--- config.mk ---
export PLATFORM = sky130hd
export DESIGN_NAME = chunk_window
export DESIGN_NICKNAME = d
export VERILOG_FILES = /design/src/rtl/chunk_window.sv
export SDC_FILE = /design/constraint.sdc
export NUM_CORES = 1
export LEC_CHECK = 0
export ABC_AREA = 0
export BUFFER_PORTS_ARGS = -buffer_cell sky130_fd_sc_hd__buf_4
export CORE_MARGIN = 4
export CORE_UTILIZATION = 35
export CTS_CLUSTER_SIZE = 12
export DETAILED_ROUTE_END_ITERATION = 6
export GPL_ROUTABILITY_DRIVEN = 1
export MAX_ROUTING_LAYER = met4
export PLACE_DENSITY = 0.6
export SYNTH_ARGS = -nofsm -noshare
export SYNTH_HDL_FRONTEND = slang
export SYNTH_SLANG_ARGS = --single-unit
export TNS_END_PERCENT = 1
--- constraint.sdc ---
create_clock -name clk -period 6.2 [get_ports clk]
set_clock_uncertainty 0.15 [all_clocks]
set_input_delay 0.62 -clock clk [delete_from_list [all_inputs] [get_ports clk]]
set_output_delay 0.62 -clock clk [all_outputs]
set_load 0.02 [all_outputs]
--- src/rtl/chunk_window.sv ---
module chunk_window #(
  parameter int NODES = 4,
  parameter int DEPTH = 8,
  parameter int CW = 8,
  parameter int THREADS_PER_CHUNK = 4,
  localparam int NW = (NODES > 1) ? $clog2(NODES) : 1,
  localparam int SW = $clog2(DEPTH),
  localparam int TW = CW + $clog2(THREADS_PER_CHUNK)
) (
  input  logic          clk,
  input  logic          rst_n,
  input  logic          start,
  input  logic [CW-1:0] total_chunks,
  input  logic [NODES-1:0] req,
  output logic          assign_valid,
  output logic [NW-1:0] assign_node,
  output logic [CW-1:0] assign_chunk,
  output logic [TW-1:0] assign_thread,
  input  logic          done_valid,
  input  logic [CW-1:0] done_chunk,
  input  logic          squash_valid,
  input  logic [CW-1:0] squash_chunk,
  output logic          commit_valid,
  output logic [NW-1:0] commit_node,
  output logic [CW-1:0] commit_chunk,
  output logic          empty
);

  logic [CW-1:0]    head_q, next_q, total_q;
  logic [DEPTH-1:0] fin_q;
  logic [NW-1:0]    owner_q [DEPTH];

  logic [CW-1:0] count, done_off, sq_off;
  logic done_ok, sq_ok, head_done;
  logic [SW-1:0] head_slot, tail_slot;

  assign count     = next_q - head_q;
  assign done_off  = done_chunk - head_q;
  assign sq_off    = squash_chunk - head_q;
  assign done_ok   = done_valid && (done_off < count);
  assign sq_ok     = squash_valid && (sq_off < count);
  assign head_slot = head_q[SW-1:0];
  assign tail_slot = next_q[SW-1:0];
  assign head_done = fin_q[head_slot] || (done_ok && done_off == '0);

  assign commit_valid = (count != '0) && head_done && !squash_valid && !start;
  assign commit_node  = owner_q[head_slot];
  assign commit_chunk = head_q;
  assign empty        = (head_q == total_q);

  always_comb begin
    assign_node = '0;
    for (int i = NODES - 1; i >= 0; i--)
      if (req[i]) assign_node = NW'(i);
  end

  assign assign_valid  = (|req) && (count < CW'(DEPTH)) && (next_q < total_q)
                         && !squash_valid && !start;
  assign assign_chunk  = next_q;
  assign assign_thread = TW'(next_q) * TW'(THREADS_PER_CHUNK);

  always_ff @(posedge clk) begin
    if (!rst_n) begin
      head_q  <= '0;
      next_q  <= '0;
      total_q <= '0;
      fin_q   <= '0;
      for (int i = 0; i < DEPTH; i++) owner_q[i] <= '0;
    end else if (start) begin
      head_q  <= '0;
      next_q  <= '0;
      total_q <= total_chunks;
      fin_q   <= '0;
    end else begin
      if (done_ok && !(sq_ok && done_off >= sq_off))
        fin_q[done_chunk[SW-1:0]] <= 1'b1;
      if (commit_valid) begin
        fin_q[head_slot] <= 1'b0;
        head_q <= head_q + 1'b1;
      end
      if (assign_valid) begin
        fin_q[tail_slot]   <= 1'b0;
        owner_q[tail_slot] <= assign_node;
        next_q <= next_q + 1'b1;
      end
      if (sq_ok) next_q <= squash_chunk;
    end
  end

endmodule

==> results.py <==
metrics = {
    "floorplanning": {
        "die_y_um": 119,
        "die_w_um": 119,
        "dieArea_um2": 14100,
        "start_util": 0.357,
        "row_count": 40,
        "ioPinCount": 66,
        "coreArea_um2": 12000,
    },
    "global_routing": {
        "grt_use_total": 0.173,
        "overflow": 0,
        "grt_pass1_wl_um": 19400,
        "antenna_found_initial": 0,
        "grt_pass1_vias": 3759,
        "grt_max_degree": 21,
    },
    "worst_setup_path": {
        "path_class": "reg -> out",
        "path_delay_family": "compound AO/OA/AOI/OAI gates",
        "critPathMaxFanout": 15,
        "worstPathRequired_ps": 5430,
        "slowest_delay_ps": 720,
        "end_kind": "output pin",
        "critPathArrivalTime_ps": 4430,
        "path_buf_inv": 2,
        "start_kind": "register",
        "path_cells": "ha_1 -> inv_1 -> fa_1 -> a211oi_1 -> nor2_1 -> xnor2_1 -> ha_1 -> a21oi_1 -> o31a_1 -> a21oi_1 -> o311ai_0 -> and4_4 -> nor2_2 -> nor2_1 -> buf_4",
        "crit_path_top_delay_cell": "dfxtp_1",
    },
    "synthesis": {
        "synth_top_flop_cell": "dfxtp_1",
        "ys_ff_latch": 51,
        "synth.area.top_cells": "dfxtp_1, ha_1, edfxtp_1, o21ai_0, a21oi_1",
        "syn-cell-area_um2": 4290,
        "synth_top_family_by_area": "simple AND/OR/NAND/NOR gates",
        "synth-warning-count": 0,
        "ys_types": 66,
        "synthSimpleGateAreaFrac": 0.202,
        "postSynthCellCount": 497,
        "synth_xor_xnor_area_share": 0.0511,
        "avgSynthCellArea_um2": 8.63,
        "synth_adder_area_share": 0.154,
        "muxShareOfSynthArea": 0.0627,
        "synth_area_leader_cell": "dfxtp_1",
        "async_reset_ff_frac": 0,
        "synth-compound-area-share": 0.193,
        "synth.yosys.seq_area_share": 0.275,
        "synth_top_area_frac": 0.163,
        "synth-edff-count": 16,
    },
    "run": {
        "max_cap_viol_count": 0,
    },
    "clock_tree": {
        "cts_resized": 0,
        "clk_pin_slew_ps": 70,
        "cts_sinks": 51,
        "holdBufCountCts": 0,
        "cts_setup_buffers": 0,
        "cts_buffer_depth": 2,
        "root_buffer": "clkbuf_16",
        "h-tree-depth": 2,
        "clk_latency_ps": 290,
        "cts_made_buffers": 5,
        "cts_tree": "done",
    },
    "sta": {
        "setup_viol": 0,
        "rsz0062_at_grt": "no",
        "drv_slew": 0,
        "hold_viol": 0,
        "slew_headroom": 0.408,
        "whs_ps": 380,
        "worst_slew_pin_slew_ps": 866,
        "max_freq_mhz": 192,
        "finalSetupTns_ps": 0,
        "fin_crit_sh": 0.838,
        "fin_crit_ps": 5200,
    },
    "placed_design": {
        "gp_congestion": 0.927,
        "io_buffers": 63,
        "dp.final_hpwl_um": 9600,
    },
    "route": {
        "drt_pass1_iterations": 4,
        "antenna_left": 0,
        "vias": 3833,
        "drc": 0,
        "via_per_inst": 5.53,
        "dr.first_iter.drc_count": 189,
        "wl_per_cell_um": 17.3,
        "drt_wl_total_um": 12000,
    },
    "finish": {
        "drive_above_1_share": 0.174,
        "seqCellArea_um2": 1180,
        "syn2layout_area_growth_pct": 16.5,
        "layout_commonest_cell": "buf_4",
        "fin_nets": 629,
        "fillers": 1196,
        "mostFrequentLayoutCells": "buf_4, ha_1, nor2_1",
        "multi_input_area_um2": 2850,
        "antenna_cells": 0,
    },
    "outcome": {
        "status": "complete, no violations",
    },
    "power_and_ir_drop": {
        "p_leak_nw": 1.97,
        "pwr_density_cell_nw_per_um2": 199,
        "p_total_mw": 0.994,
        "ir_worst_vdd_mv": 0.105,
    },
    "min_path": {
        "hold_class": "reg -> reg",
    },
}
## worst paths after layout
check                   from  cells past startpoint  slack, ps            to
min                 fin_q[1]                      2        380      fin_q[1]
min reg2reg         fin_q[1]                      2        380      fin_q[1]
max reg2reg  commit_chunk[0]                     15       1480      fin_q[5]
max          commit_chunk[0]                     15       1000  commit_valid
## flip-flops by register name, indices dropped and copies added, names as in the netlist, named ones only
signal and count:
total_q 8, fin_q 8, assign_chunk 8, owner_q 16, commit_chunk 8
## metal layers
layer,global-route usage,part of all wire,vias to the layer above
li1,-,-,1908
met1,0.240,0.48,1818
met2,0.269,0.47,97
met3,0.0225,0.043,10
met4,0.0391,0.014,0
met5,-,0,-
## area by class of cell
type,instances,share of cell area
repair buffers,63,0.0947
well taps,147,0.0368
multi-input cells,390,0.571
inverters,34,0.0256
clock inverters,2,0.00777
flip-flops and latches,51,0.236
clock buffers,6,0.0278
## logic make-up (layout without fill, tap and decap cells)
group,Yosys count,count (layout)
fa+ha+maj,51,51
xor+xnor,25,25
mux,19,19
compound gates,129,129
buf+inv,57,105
flops,51,51
other cells,1,2
simple gates,164,164
## Yosys cell counts (3+ instances only)
| cell | count |
|---|---|
| ha_1 | 48 |
| nor2_1 | 45 |
| o21ai_0 | 36 |
| dfxtp_1 | 35 |
| a21oi_1 | 34 |
| inv_1 | 34 |
| nand2_1 | 24 |
| nor2b_1 | 19 |
| xnor2_1 | 17 |
| edfxtp_1 | 16 |
| nor3_1 | 14 |
| a211oi_1 | 13 |
| clkbuf_1 | 11 |
| buf_4 | 10 |
| mux2i_1 | 10 |
| nand3_1 | 9 |
| or3_1 | 9 |
| a21o_1 | 8 |
| nand2b_1 | 8 |
| xor2_1 | 8 |
| and3_1 | 7 |
| mux4_2 | 6 |
| or2_2 | 6 |
| a31oi_1 | 5 |
| nand4_1 | 4 |
| a32oi_1 | 3 |
| fa_1 | 3 |
| mux2_2 | 3 |
| nor3b_1 | 3 |
| o2111ai_1 | 3 |
| o21a_1 | 3 |
| o31a_1 | 3 |
## worst min-delay path, cell delays in order (launching register included)
cell	delay, ps
dfxtp_1	320
a21oi_1	120
a211oi_1	50
## power by group
group	switching, mW	internal, mW	leakage (nW)
Sequential	0.0133	0.355	0.449
Combinational	0.170	0.126	1.43
Clock	0.126	0.203	0.0875
Total	0.310	0.684	1.97
## through the flow
| step | setup WS [ps] | cell area (um2) | instances | util |
|---|---|---|---|---|
| detailed placement | 1350 | 4820 | 685 | 0.401 |
| finish | 1000 | 4990 | 693 | 0.416 |
| global placement | 1530 | 4820 | 685 | 0.401 |
| CTS | 1020 | 4990 | 693 | 0.416 |
| global route | 589 | 4990 | 693 | 0.416 |
| floorplan | 1550 | 4290 | 498 | - |
Note: power is estimated with default switching activity, not from simulation.
